**src/rtl/burst_col_pkg.sv**
```systemverilog
package burst_col_pkg;

  localparam int unsigned LEN_SEL_W = 3;

  typedef enum logic [LEN_SEL_W-1:0] {
    LEN_ONE   = 3'd0,
    LEN_TWO   = 3'd1,
    LEN_FOUR  = 3'd2,
    LEN_EIGHT = 3'd3,
    LEN_PAGE  = 3'd4
  } len_code_e;

  typedef enum logic {
    ORD_SEQ = 1'b0,
    ORD_ILV = 1'b1
  } order_e;

endpackage

```
**src/rtl/burst_len_decode.sv**
```systemverilog
module burst_len_decode
  import burst_col_pkg::*;
#(
  parameter int unsigned COL_W = 8
) (
  input  logic [LEN_SEL_W-1:0] len_sel_i,
  output logic                 page_o,
  output logic [COL_W-1:0]     mask_o
);

  localparam int unsigned FIXED_CODES = 4;

  always_comb begin
    page_o = (len_sel_i >= LEN_SEL_W'(FIXED_CODES));
    for (int i = 0; i < COL_W; i++) begin
      if (page_o) mask_o[i] = 1'b1;
      else        mask_o[i] = (i < int'(len_sel_i));
    end
  end

endmodule

```
**src/rtl/burst_col_order.sv**
```systemverilog
module burst_col_order
  import burst_col_pkg::*;
#(
  parameter int unsigned COL_W = 8
) (
  input  logic [COL_W-1:0] start_i,
  input  logic [COL_W-1:0] idx_i,
  input  logic [COL_W-1:0] mask_i,
  input  logic             page_i,
  input  order_e           order_i,
  output logic [COL_W-1:0] col_o
);

  logic [COL_W-1:0] seq_low;
  logic [COL_W-1:0] ilv_low;
  logic             use_ilv;

  always_comb begin
    use_ilv = (order_i == ORD_ILV) && !page_i;
    seq_low = (start_i + idx_i) & mask_i;
    ilv_low = (start_i ^ idx_i) & mask_i;
    col_o   = (start_i & ~mask_i) | (use_ilv ? ilv_low : seq_low);
  end

endmodule

```
**src/rtl/burst_beat_ctrl.sv**
```systemverilog
module burst_beat_ctrl
  import burst_col_pkg::*;
#(
  parameter int unsigned COL_W = 8
) (
  input  logic             clk,
  input  logic             rst_n,
  input  logic             load_i,
  input  logic             stop_i,
  input  logic             ready_i,
  input  logic [COL_W-1:0] start_i,
  input  logic [COL_W-1:0] mask_i,
  input  logic             page_i,
  input  order_e           order_i,
  output logic             active_o,
  output logic             last_o,
  output logic [COL_W-1:0] idx_o,
  output logic [COL_W-1:0] start_q_o,
  output logic [COL_W-1:0] mask_q_o,
  output logic             page_q_o,
  output order_e           order_q_o
);

  logic at_end;
  logic accept;

  assign at_end = !page_q_o && (idx_o == mask_q_o);
  assign last_o = active_o && at_end;
  assign accept = active_o && ready_i;

  always_ff @(posedge clk or negedge rst_n) begin
    if (!rst_n) begin
      active_o  <= 1'b0;
      idx_o     <= '0;
      start_q_o <= '0;
      mask_q_o  <= '0;
      page_q_o  <= 1'b0;
      order_q_o <= ORD_SEQ;
    end else if (load_i) begin
      active_o  <= 1'b1;
      idx_o     <= '0;
      start_q_o <= start_i;
      mask_q_o  <= mask_i;
      page_q_o  <= page_i;
      order_q_o <= order_i;
    end else if (stop_i) begin
      active_o <= 1'b0;
    end else if (accept) begin
      if (at_end) active_o <= 1'b0;
      else        idx_o    <= idx_o + 1'b1;
    end
  end

  AST_LAST_NEEDS_VALID: assert property (@(posedge clk) disable iff (!rst_n)
    last_o |-> active_o);
  AST_END_AFTER_LAST: assert property (@(posedge clk) disable iff (!rst_n)
    (last_o && ready_i && !load_i) |=> !active_o);
  AST_PAGE_NO_LAST: assert property (@(posedge clk) disable iff (!rst_n)
    page_q_o |-> !last_o);
  AST_STOP_CLEARS: assert property (@(posedge clk) disable iff (!rst_n)
    (stop_i && !load_i) |=> !active_o);
  AST_STALL_HOLD: assert property (@(posedge clk) disable iff (!rst_n)
    (active_o && !ready_i && !load_i && !stop_i) |=> (active_o && $stable(idx_o) && $stable(last_o)));

endmodule

```
**src/rtl/burst_col_gen.sv**
```systemverilog
module burst_col_gen
  import burst_col_pkg::*;
#(
  parameter int unsigned COL_W = 8
) (
  input  logic                 clk,
  input  logic                 rst_n,
  input  logic                 load_i,
  input  logic [COL_W-1:0]     start_col_i,
  input  logic [LEN_SEL_W-1:0] len_sel_i,
  input  logic                 order_i,
  input  logic                 stop_i,
  output logic [COL_W-1:0]     col_o,
  output logic                 col_valid_o,
  input  logic                 col_ready_i,
  output logic                 col_last_o
);

  localparam int unsigned MIN_COL_W = 4;

  logic             dec_page;
  logic [COL_W-1:0] dec_mask;
  logic [COL_W-1:0] idx;
  logic [COL_W-1:0] start_q;
  logic [COL_W-1:0] mask_q;
  logic             page_q;
  order_e           order_q;
  order_e           order_in;

  assign order_in = order_e'(order_i);

  generate
    if (COL_W < MIN_COL_W) begin : g_bad_width
      initial $error("COL_W must be at least %0d", MIN_COL_W);
    end
  endgenerate

  burst_len_decode #(.COL_W(COL_W)) u_dec (
    .len_sel_i (len_sel_i),
    .page_o    (dec_page),
    .mask_o    (dec_mask)
  );

  burst_beat_ctrl #(.COL_W(COL_W)) u_ctrl (
    .clk       (clk),
    .rst_n     (rst_n),
    .load_i    (load_i),
    .stop_i    (stop_i),
    .ready_i   (col_ready_i),
    .start_i   (start_col_i),
    .mask_i    (dec_mask),
    .page_i    (dec_page),
    .order_i   (order_in),
    .active_o  (col_valid_o),
    .last_o    (col_last_o),
    .idx_o     (idx),
    .start_q_o (start_q),
    .mask_q_o  (mask_q),
    .page_q_o  (page_q),
    .order_q_o (order_q)
  );

  burst_col_order #(.COL_W(COL_W)) u_order (
    .start_i (start_q),
    .idx_i   (idx),
    .mask_i  (mask_q),
    .page_i  (page_q),
    .order_i (order_q),
    .col_o   (col_o)
  );

  AST_LOAD_SHOWS_START: assert property (@(posedge clk) disable iff (!rst_n)
    load_i |=> (col_valid_o && col_o == $past(start_col_i)));
  AST_STALL_COL_HOLD: assert property (@(posedge clk) disable iff (!rst_n)
    (col_valid_o && !col_ready_i && !load_i && !stop_i) |=> $stable(col_o));

endmodule

```
**config.mk**
```make
export PLATFORM = sky130hd
export DESIGN_NAME = burst_col_gen
export DESIGN_NICKNAME = d
export VERILOG_FILES = /design/src/rtl/burst_col_pkg.sv /design/src/rtl/burst_len_decode.sv /design/src/rtl/burst_col_order.sv /design/src/rtl/burst_beat_ctrl.sv /design/src/rtl/burst_col_gen.sv
export SDC_FILE = /design/constraint.sdc
export NUM_CORES = 1
export LEC_CHECK = 0
export ABC_AREA = 0
export CORE_MARGIN = 2
export CORE_UTILIZATION = 56
export DETAILED_ROUTE_END_ITERATION = 6
export GPL_TIMING_DRIVEN = 1
export PLACE_DENSITY = 0.87
export SLEW_MARGIN = 25
export SYNTH_ARGS = -nofsm -noshare
export SYNTH_HDL_FRONTEND = slang
export SYNTH_SLANG_ARGS = --single-unit
```
**constraint.sdc**
```tcl
create_clock -name clk -period 4.93 [get_ports clk]
set_input_delay 1.2325 -clock clk [delete_from_list [all_inputs] [get_ports clk]]
set_output_delay 1.2325 -clock clk [all_outputs]
set_load 0.02 [all_outputs]
```
==> results by group <==
Detailed routing
  – WL/cell: 14.6 um
  – Vias: 1305
  – Drt pass-1 iters: 4
  – Vias per cell: 5.80
  – Post-route DRC: 0
  – Final WL: 3.28 mm
  – Post-route ant nets: 0
  – DRT iter0 DRCs: 44

GRT
  – Number of global-route vias before repair: 1260
  – GRT Overall Usage: 0.225
  – Initial antenna violation count: 0
  – Gr ovfl total: 0
  – First-pass GRT wire length: 5.66 mm
  – Largest net degree at the start of global routing: 31

Timing
  – RSZ-0062 raised after global routing: false
  – F_max: 0.248 GHz
  – Relative slew slack: 0.620
  – Final min period: 4.02 ns
  – Final Hold Viols: 0
  – Hold_ws: 0.537 ns
  – Fin crit share: 0.816
  – Final Max Tran Viols: 0
  – Worst Skew: 0.0149 ns
  – Sum Neg Setup Slack: 0 ns
  – Endpoints failing setup: 0
  – Worst-margin pin slew: 0.569 ns

CTS
  – Resize count post-CTS: 0
  – H-tree lvl count: 1
  – Reg clk slew, reported paths: 0.15 ns
  – CTS root buffer: clkbuf_4
  – Cts hold-fix bufs: 0
  – CTS tree: done
  – Postcts setup bufs: 0
  – Clock Sinks: 25
  – Skew-Pair Late Insertion Delay: 0.34 ns
  – CTS Buf Count: 3
  – Max Buffers Root-to-Sink: 2

Layout
  – Share of layout cells above drive strength 1: 0.0825
  – Total inserted antenna cells: 0
  – Fin cells: 225
  – Most frequent cells in the layout: clkdlybuf4s50_1 (25), dfrtp_1 (25), nor2_1 (17)
  – Fillers: 206
  – Area grow syn2layout: 20.1%
  – Final nets: 221
  – Design area: 0.00187 sq mm

Yosys
  – Ys async rst share: 1.00
  – Synth top area share: 0.402
  – Yosys top cell by area: dfrtp_1
  – Avg Cell Area, Syn: 9.26 sq um
  – Post-synth net total: 194
  – Main area contributors after synthesis: dfrtp_1 (40%), mux2_2 (7.2%), ha_1 (6.4%)
  – Synth cell types: 33
  – Ys flop type: dfrtp_1
  – Mapped cell area: 0.00156 sq mm
  – Synth Register Bits: 25
  – Synth warn: 0
  – Syn Inst Count: 168
  – Seq/Total Area, Yosys: 0.402
  – EDFF count, synth: 0

Floorplan
  – Die span in y: 56.7 um
  – Row cnt: 19
  – Starting density of the core: 0.579
  – # IOs: 27
  – Die width: 56.7 um
  – Die Area: 0.00321 sq mm
  – Core ar.: 0.00269 sq mm

Place
  – Inst Count DP: 221
  – RePlAce Congestion: 0.854
  – Hpwl dp: 2.54 mm
  – DP Area: 0.00184 sq mm
  – # port buffers: 26

Setup path
  – Worst Path Arrival: 2.79 ns
  – Critical Path, Cell by Cell: ha_1 -> o21ai_0 -> o31ai_1 -> a21oi_1 -> xnor2_1 -> a32o_1 -> clkdlybuf4s50_1
  – CP Data Required Time: 3.70 ns
  – Worst path max stage delay: 0.60 ns
  – Worst path slowest cell: clkdlybuf4s50_1
  – Startpoint types: flop
  – CP Capture Type: output pin
  – Worst-path fanout max: 7
  – Crit path kind: reg2out

Run
  – Max_cap viols: 0

Pwr
  – Power per cell area: 241 mW/mm^2
  – Maximum VDD drop: 271 uV
  – Leak: 0.773 nW

Outcome
  – Status: finished clean

Worst hold path
  – Hold WC Path Type: reg2reg
-- routing by layer --
metal  wire (um)  vias up  GRT usage
met2        1670       35      0.390
met4          26        0     0.0578
met5           0        -          0
met3         159        4     0.0576
met1        1420      620      0.278
li1            -      646          -
-- per-stage QoR --
stage	setup slack [ns]	util	power, mW
CTS	0.898	0.695	0.455
floorplan	1.91	-	0.301
finish	0.905	0.695	0.450
global route	0.679	0.695	0.474
detailed placement	1.31	0.684	0.353
global placement	1.38	0.686	0.349
-- cells by family (layout without fill, tap and decap cells) --
kind of cell | Yosys count | in the layout | synth area share
and+or+nand+nor | 55 | 55 | 0.174
muxes | 13 | 13 | 0.0917
DFF | 25 | 25 | 0.402
AOI/OAI and AO/OA | 39 | 39 | 0.144
buffers and inverters | 13 | 39 | 0.0322
xor gates and xnor gates | 14 | 14 | 0.0788
adders and majority gates | 9 | 9 | 0.0772
-- state kept, by name, summed over array words and instances (netlist names) --
signal / flops
u_ctrl.active_o: 1
u_ctrl.idx_o: 8
u_ctrl.mask_q_o: 6
u_ctrl.order_q_o: 1
u_ctrl.page_q_o: 1
u_ctrl.start_q_o: 8
-- critical path, delay by kind of cell, from the launching register on --
family                     cells  cell delay (ns)
buffers and inverters          1             0.60
xor gates and xnor gates       1             0.15
AOI/OAI and AO/OA              4             0.82
DFF                            1             0.49
adders and majority gates      1             0.38
-- path summary, 6_finish.rpt --
check                                             start                      endpoint  slack, ns  cells after the start
min                        u_ctrl.order_q_o$_DFFE_PN0P_  u_ctrl.order_q_o$_DFFE_PN0P_       0.54                      1
min reg2reg                u_ctrl.order_q_o$_DFFE_PN0P_  u_ctrl.order_q_o$_DFFE_PN0P_       0.54                      1
max in group asynchronous                         rst_n   u_ctrl.page_q_o$_DFFE_PN0P_       3.71                      1
min in group asynchronous                         rst_n   u_ctrl.idx_o[2]$_DFFE_PN0P_       0.85                      1
max reg2reg                 u_ctrl.page_q_o$_DFFE_PN0P_   u_ctrl.idx_o[1]$_DFFE_PN0P_       3.33                      5
max                         u_ctrl.idx_o[2]$_DFFE_PN0P_                      col_o[7]       0.91                      7
-- layout make-up --
cell class / instances / area, sq um / share of cell area
inverter: 8 / 30.0 / 0.0161
clock inverter: 1 / 8.76 / 0.00469
clock buffer: 3 / 22.5 / 0.0121
tap: 31 / 38.8 / 0.0208
sequential: 25 / 626 / 0.335
multi-input combinational: 130 / 880 / 0.471
timing repair buffer: 27 / 263 / 0.141
-- synth_stat cells (2+ instances only) --
cell      instances
ha_1              8
o31ai_1           2
a21oi_1          15
a21o_1            2
xnor2_1          10
o21bai_1          2
nand3_1           4
or3_1             3
nor3_1            4
o21ai_0          13
mux2_2           10
xor2_1            4
nor2b_1           4
dfrtp_1          25
inv_1             8
nor2_1           17
mux2i_1           3
nand2_1          11
clkbuf_1          4
and3_1            4
nand4_1           2
a211oi_1          2
-- power breakdown --
part | internal, mW | leakage, nW | switching [mW]
Clock | 0.0331 | 0.0183 | 0.0668
Combinational | 0.0595 | 0.448 | 0.0573
Sequential | 0.219 | 0.307 | 0.0145
No activity file was read; power rests on OpenSTA's default activity.
